[src/rtl/fpu_gate_pkg.sv]
package fpu_gate_pkg;
  typedef enum logic [1:0] {
    PERM_NONE = 2'd0,
    PERM_PRIV = 2'd1,
    PERM_RSVD = 2'd2,
    PERM_ALL  = 2'd3
  } perm_e;

  typedef enum logic [1:0] {
    SEL_ACC_NS = 2'd0,
    SEL_ACC_S  = 2'd1,
    SEL_NSPERM = 2'd2,
    SEL_FLAGS  = 2'd3
  } reg_sel_e;
endpackage

[src/rtl/fgr_ctrl_regs.sv]
module fgr_ctrl_regs
  import fpu_gate_pkg::*;
#(
  parameter int DATA_W = 32
) (
  input  logic              clk,
  input  logic              rst_n,
  input  logic              wr_en,
  input  logic [1:0]        wr_sel,
  input  logic              wr_from_secure,
  input  logic [DATA_W-1:0] wr_data,
  output logic [DATA_W-1:0] acc_ns,
  output logic [DATA_W-1:0] acc_s,
  output logic [DATA_W-1:0] nsperm
);
  logic              en_ns, en_s, en_np;
  logic [DATA_W-1:0] acc_ns_q, acc_s_q, nsperm_q;

  always_comb begin
    en_ns = wr_en && (wr_sel == SEL_ACC_NS);
    en_s  = wr_en && (wr_sel == SEL_ACC_S);
    en_np = wr_en && (wr_sel == SEL_NSPERM) && wr_from_secure;
  end

  always_ff @(posedge clk or negedge rst_n) begin
    if (!rst_n) begin
      acc_ns_q <= '0;
      acc_s_q  <= '0;
      nsperm_q <= '0;
    end else begin
      if (en_ns) acc_ns_q <= wr_data;
      if (en_s)  acc_s_q  <= wr_data;
      if (en_np) nsperm_q <= wr_data;
    end
  end

  assign acc_ns = acc_ns_q;
  assign acc_s  = acc_s_q;
  assign nsperm = nsperm_q;

  assert_ns_write_ignored_R10: assert property (@(posedge clk) disable iff (!rst_n)
    (wr_en && wr_sel == SEL_NSPERM && !wr_from_secure) |=> $stable(nsperm_q));
endmodule

[src/rtl/fgr_perm_eval.sv]
module fgr_perm_eval
  import fpu_gate_pkg::*;
(
  input  logic [1:0] perm_ns,
  input  logic [1:0] perm_s,
  input  logic       gate_bit,
  input  logic       cur_secure,
  input  logic       is_priv,
  input  logic       sec_ext,
  output logic       allow,
  output logic       deny_to_secure
);
  perm_e perm_cur;
  logic  field_ok, gate_block;

  always_comb begin
    perm_cur = perm_e'(cur_secure ? perm_s : perm_ns);
    unique case (perm_cur)
      PERM_ALL:  field_ok = 1'b1;
      PERM_PRIV: field_ok = is_priv;
      default:   field_ok = 1'b0;   // none and reserved both deny
    endcase
    gate_block = sec_ext && !cur_secure && !gate_bit;
    allow      = field_ok && !gate_block;
    // field denial goes to the current state; gate denial always to Secure
    deny_to_secure = field_ok ? 1'b1 : cur_secure;
  end
endmodule

[src/rtl/fgr_fault_status.sv]
module fgr_fault_status (
  input  logic clk,
  input  logic rst_n,
  input  logic fp_issue,
  input  logic allow,
  input  logic deny_to_secure,
  input  logic clr_ns,
  input  logic clr_s,
  output logic fault_pend,
  output logic fault_to_secure,
  output logic nocp_ns,
  output logic nocp_s
);
  logic fault_now;
  logic pend_d, tgt_d, ns_d, s_d;
  logic pend_q, tgt_q, ns_q, s_q;

  always_comb begin
    fault_now = fp_issue && !allow;
    pend_d    = fault_now;
    tgt_d     = fault_now ? deny_to_secure : tgt_q;
    ns_d      = (ns_q && !clr_ns) || (fault_now && !deny_to_secure);
    s_d       = (s_q  && !clr_s)  || (fault_now &&  deny_to_secure);
  end

  always_ff @(posedge clk or negedge rst_n) begin
    if (!rst_n) begin
      pend_q <= 1'b0;
      tgt_q  <= 1'b0;
      ns_q   <= 1'b0;
      s_q    <= 1'b0;
    end else begin
      pend_q <= pend_d;
      tgt_q  <= tgt_d;
      ns_q   <= ns_d;
      s_q    <= s_d;
    end
  end

  assign fault_pend      = pend_q;
  assign fault_to_secure = tgt_q;
  assign nocp_ns         = ns_q;
  assign nocp_s          = s_q;

  assert_pend_follows_issue_R8: assert property (@(posedge clk) disable iff (!rst_n)
    pend_q |-> $past(fp_issue));
  assert_secure_flag_set_R9: assert property (@(posedge clk) disable iff (!rst_n)
    (pend_q && tgt_q) |-> s_q);
  assert_nonsecure_flag_set_R9: assert property (@(posedge clk) disable iff (!rst_n)
    (pend_q && !tgt_q) |-> ns_q);
endmodule

[src/rtl/fpu_gate_router.sv]
module fpu_gate_router
  import fpu_gate_pkg::*;
#(
  parameter int DATA_W   = 32,
  parameter int PERM_LSB = 20,
  parameter int GATE_BIT = 10
) (
  input  logic              clk,
  input  logic              rst_n,
  input  logic              sec_ext_present,
  input  logic              cur_secure,
  input  logic              handler_mode,
  input  logic              thread_unpriv,
  input  logic              fp_issue,
  input  logic              wr_en,
  input  logic [1:0]        wr_sel,
  input  logic              wr_from_secure,
  input  logic [DATA_W-1:0] wr_data,
  input  logic [1:0]        rd_sel,
  output logic [DATA_W-1:0] rd_data,
  output logic              fp_allow,
  output logic              fault_pend,
  output logic              fault_to_secure,
  output logic              nocp_ns,
  output logic              nocp_s
);
  localparam int FLAG_PAD = DATA_W - 2;

  // asynchronous assertion, synchronous release
  logic rst_meta, rst_sync_n;
  always_ff @(posedge clk or negedge rst_n) begin
    if (!rst_n) begin
      rst_meta   <= 1'b0;
      rst_sync_n <= 1'b0;
    end else begin
      rst_meta   <= 1'b1;
      rst_sync_n <= rst_meta;
    end
  end

  logic [DATA_W-1:0] acc_ns, acc_s, nsperm;
  logic              is_priv, deny_to_secure, clr_ns, clr_s;

  fgr_ctrl_regs #(.DATA_W(DATA_W)) u_regs (
    .clk(clk), .rst_n(rst_sync_n), .wr_en(wr_en), .wr_sel(wr_sel),
    .wr_from_secure(wr_from_secure), .wr_data(wr_data),
    .acc_ns(acc_ns), .acc_s(acc_s), .nsperm(nsperm)
  );

  always_comb begin
    is_priv = handler_mode || !thread_unpriv;
    clr_ns  = wr_en && (wr_sel == SEL_FLAGS) && wr_data[0];
    clr_s   = wr_en && (wr_sel == SEL_FLAGS) && wr_data[1];
  end

  fgr_perm_eval u_eval (
    .perm_ns(acc_ns[PERM_LSB +: 2]), .perm_s(acc_s[PERM_LSB +: 2]),
    .gate_bit(nsperm[GATE_BIT]), .cur_secure(cur_secure), .is_priv(is_priv),
    .sec_ext(sec_ext_present), .allow(fp_allow), .deny_to_secure(deny_to_secure)
  );

  fgr_fault_status u_status (
    .clk(clk), .rst_n(rst_sync_n), .fp_issue(fp_issue), .allow(fp_allow),
    .deny_to_secure(deny_to_secure), .clr_ns(clr_ns), .clr_s(clr_s),
    .fault_pend(fault_pend), .fault_to_secure(fault_to_secure),
    .nocp_ns(nocp_ns), .nocp_s(nocp_s)
  );

  always_comb begin
    unique case (reg_sel_e'(rd_sel))
      SEL_ACC_NS: rd_data = acc_ns;
      SEL_ACC_S:  rd_data = acc_s;
      SEL_NSPERM: rd_data = nsperm;
      default:    rd_data = {{FLAG_PAD{1'b0}}, nocp_s, nocp_ns};
    endcase
  end

  assert_deny_codes_R4: assert property (@(posedge clk) disable iff (!rst_sync_n)
    ((cur_secure ? acc_s[PERM_LSB] : acc_ns[PERM_LSB]) == 1'b0) |-> !fp_allow);
  assert_gate_blocks_R5: assert property (@(posedge clk) disable iff (!rst_sync_n)
    (sec_ext_present && !cur_secure && !nsperm[GATE_BIT]) |-> !fp_allow);
  assert_allowed_no_fault_R8: assert property (@(posedge clk) disable iff (!rst_sync_n)
    (fp_issue && fp_allow) |=> !fault_pend);
endmodule

[config.mk]
export PLATFORM = sky130hd
export DESIGN_NAME = fpu_gate_router
export DESIGN_NICKNAME = d
export VERILOG_FILES = /design/src/rtl/fpu_gate_pkg.sv /design/src/rtl/fgr_ctrl_regs.sv /design/src/rtl/fgr_perm_eval.sv /design/src/rtl/fgr_fault_status.sv /design/src/rtl/fpu_gate_router.sv
export SDC_FILE = /design/constraint.sdc
export NUM_CORES = 1
export LEC_CHECK = 0
export ABC_AREA = 1
export BUFFER_PORTS_ARGS = -buffer_cell sky130_fd_sc_hd__buf_2
export CAP_MARGIN = 20
export CORE_MARGIN = 3
export CORE_UTILIZATION = 33
export CTS_CLUSTER_DIAMETER = 40
export DETAILED_ROUTE_END_ITERATION = 16
export PLACE_DENSITY = 0.51
export SLEW_MARGIN = 20
export SYNTH_ARGS = -nofsm -noshare
export SYNTH_HDL_FRONTEND = slang
export SYNTH_SLANG_ARGS = --single-unit
[constraint.sdc]
create_clock -name clk -period 3.2 [get_ports clk]
set_input_delay 0.48 -clock clk [delete_from_list [all_inputs] [get_ports clk]]
set_output_delay 0.48 -clock clk [all_outputs]
set_load 0.01 [all_outputs]
==> results.py <==
metrics = {
    "finish": {
        "fin_nets": 640,
        "drive_gt1_share_pct": 20.0,
        "instances_no_fill": 772,
        "area_growth_pct": 18.5,
        "antenna_cells": 0,
    },
    "clock_tree": {
        "insertion_delay_ns": 0.35,
        "postCtsSetupBuffers": 0,
        "cts-root-buf": "clkbuf_16",
        "cts_inserted_buffers": 9,
        "cts.path.max_buffers": 2,
        "htree_levels": 3,
        "tritoncts": "built",
        "path_clk_slew_ns": 0.07,
        "cts_sinks": 102,
    },
    "setup_path": {
        "rr_worst_depth": 1,
        "start_kind": "primary input",
        "critPathCaptureType": "output port",
        "worstSetupPathType": "primary input to output port",
        "r2r_slack_ns": 2.02,
        "worstPathArrival_ns": 1.81,
        "r2r-start": "rst_sync_n$_DFF_PN0_",
        "path_max_fanout": 18,
        "reg2reg_to": "u_regs.acc_s[15]$_DFFE_PN0P_",
        "required_ns": 2.72,
    },
    "logic_synthesis": {
        "synth_seq_cells": 102,
        "ys_seq_area_share_pct": 57.3,
        "synth.avg_cell_area_um2": 8.53,
        "synth_top_family_by_area": "simple AND/OR/NAND/NOR gates",
        "synth_compound_area_share_pct": 11.8,
        "syn_inst": 522,
        "synth_xor_area_share_pct": 0,
        "synthDistinctLibCells": 20,
        "syn_nets": 567,
        "synthMuxAreaShare_pct": 0,
        "synth_simple_gate_area_share_pct": 23.0,
        "synth_top_cell_by_area": "dfrtp_1",
        "synthAdderAreaFrac_pct": 0,
        "yosysTopAreaCellShare_pct": 57.3,
        "synth_area_leaders": "dfrtp_1 57%, nand2_1 17%, o21ai_0 5.3%",
        "yosys_warnings": 0,
        "synth.cell_area_um2": 4450,
    },
    "grt": {
        "groute.usage.overall_pct": 15.5,
        "grt_pass1_vias": 3576,
        "grt_max_degree": 65,
        "antenna_found_initial": 0,
        "grt_pass1_wl_mm": 18.0,
        "overflow": 0,
    },
    "drt": {
        "drtPass1Iterations": 5,
        "viasPerCell": 4.63,
        "avgRoutedWirePerCell_um": 14.2,
        "via_count": 3578,
        "drtIter0Drc": 231,
        "ant_nets": 0,
        "wirelength_mm": 11.0,
        "route.detailed.drc": 0,
    },
    "floorplan": {
        "start_util_pct": 34.4,
        "num_rows": 41,
        "die-area_um2": 14900,
        "pin_count": 82,
        "die_y_um": 122,
        "dieWidth_um": 122,
        "core-area_um2": 12900,
    },
    "place": {
        "port_buffers": 81,
        "dp_hpwl_mm": 7.40,
        "dp_cells": 755,
        "place.gp.congestion": 0.708,
    },
    "timing": {
        "tns_ns": 0,
        "fmax_mhz": 437,
        "finClkSkew_ns": 0.00832,
        "worst_slew_pin_slew_ns": 0.815,
        "setup_viol": 0,
        "fin_crit_sh_pct": 71.5,
        "hold_viol_final": 0,
        "period_needed_ns": 2.29,
        "rsz0062_at_grt": "false",
        "relSlewSlack_pct": 45.6,
        "maxSlewViolCount": 0,
    },
    "pwr": {
        "p_leak_nw": 2.73,
        "ir_drop_mv": 0.352,
        "powerDensity_nw_per_um2": 615,
    },
    "job": {
        "maxCapViolCount": 0,
    },
    "worst_hold_path": {
        "worstHoldPathType": "flop to async pin",
    },
    "outcome": {
        "status": "completed",
    },
}
[cells in the mapped netlist, drive strengths merged]
cell type / number
o211ai: 1
conb: 1
clkbuf: 6
buf: 21
inv: 42
nand2: 208
nor2: 4
dfrtp: 102
nand3: 37
nand4: 2
o21ai: 98
[final cells by class]
cell class / count / area, µm²
Sequential cell: 102 / 2560
Clock buffer: 9 / 225
Inverter: 42 / 158
Fill cell: 1379 / 7650
Clock inverter: 7 / 75.1
Tap cell: 172 / 215
Multi-Input combinational cell: 351 / 1570
Timing Repair Buffer: 89 / 480
[power breakdown]
part | total [mW] | internal (mW) | switching (mW)
logic | 0.508 | 0.210 | 0.298
clock network | 1.11 | 0.608 | 0.498
registers | 1.63 | 1.50 | 0.129
total | 3.25 | 2.32 | 0.926
[how the worst max path moves through the flow]
stage / start / to / slack (ns) / depth (start not counted)
6_report: rd_sel[0] / rd_data[1] / 0.91 / 7
5_1_grt: rd_sel[0] / rd_data[1] / 0.79 / 7
4_1_cts: rd_sel[0] / rd_data[1] / 0.89 / 7
3_5_place_dp: rd_sel[0] / rd_data[1] / 0.89 / 7
3_3_place_gp: rd_sel[0] / rd_data[0] / 0.90 / 7
2_1_floorplan: rst_sync_n$_DFF_PN0_ / u_regs.acc_ns[0]$_DFFE_PN0P_ / 0.15 / 0
[worst max-delay path, stage by stage]
cell and delay [ns]:
buf_2 0.13, inv_1 0.08, nor2_4 0.35, buf_4 0.36, nand2_1 0.11, nand4_1 0.14, buf_2 0.15
[per-layer routing]
metal  track usage (%)  routed length [µm]
met3              3.99                 548
met5                 0                   0
met2              25.5                5220
met1              20.6                5130
met4              3.99                  85
[cell families (layout without fill, tap and decap cells)]
kind of cell / count (synthesis) / after routing
simple gates: 251 / 251
flops: 102 / 102
compound gates: 99 / 99
buf+inv: 69 / 147
other cells: 1 / 1
[stage by stage]
stage / util [%] / hold WS, ns / cell area (µm²) / worst slack, ns / total power, mW
3_5_place_dp: 38.4 / 0.266 / 4970 / 0.893 / 2.17
6_report: 40.8 / 0.316 / 5280 / 0.913 / 3.25
3_3_place_gp: 38.4 / 0.266 / 4970 / 0.900 / 2.16
5_1_grt: 40.8 / 0.370 / 5280 / 0.792 / 3.44
4_1_cts: 40.8 / 0.342 / 5280 / 0.889 / 3.29
2_1_floorplan: - / 0.184 / 4450 / 0.148 / 1.97
[flip-flops by register name, summed over array words and instances, names as in the netlist]
register,count
u_regs.nsperm,32
u_regs.acc_ns,32
rst_sync_n,1
u_status.nocp_ns,1
u_regs.acc_s,32
u_status.fault_pend,1
u_status.fault_to_secure,1
u_status.nocp_s,1
rst_meta,1
[what timing repair did]
action / in CTS / in global routing
endpoints found under the setup margin: 0 / 0
resized for setup: 0 / 0
hold buffers: 1 / 0
hold endpoints to repair: 2 / 0
[cell usage in the layout (no fill, tap or decap), types with 2 or more instances in the layout]
cell / synthesis / routed
clkinv_4: 0 / 2
dfrtp_1: 102 / 101
clkbuf_16: 0 / 9
nand3_1: 35 / 35
o21ai_2: 7 / 7
nand2_1: 207 / 207
nor2_4: 1 / 3
nand4_1: 2 / 2
clkinvlp_4: 0 / 3
inv_1: 40 / 40
buf_2: 12 / 81
o21ai_0: 47 / 47
o21ai_1: 44 / 44
inv_2: 2 / 2
buf_4: 0 / 6
No activity file was read; power rests on OpenSTA's default activity.
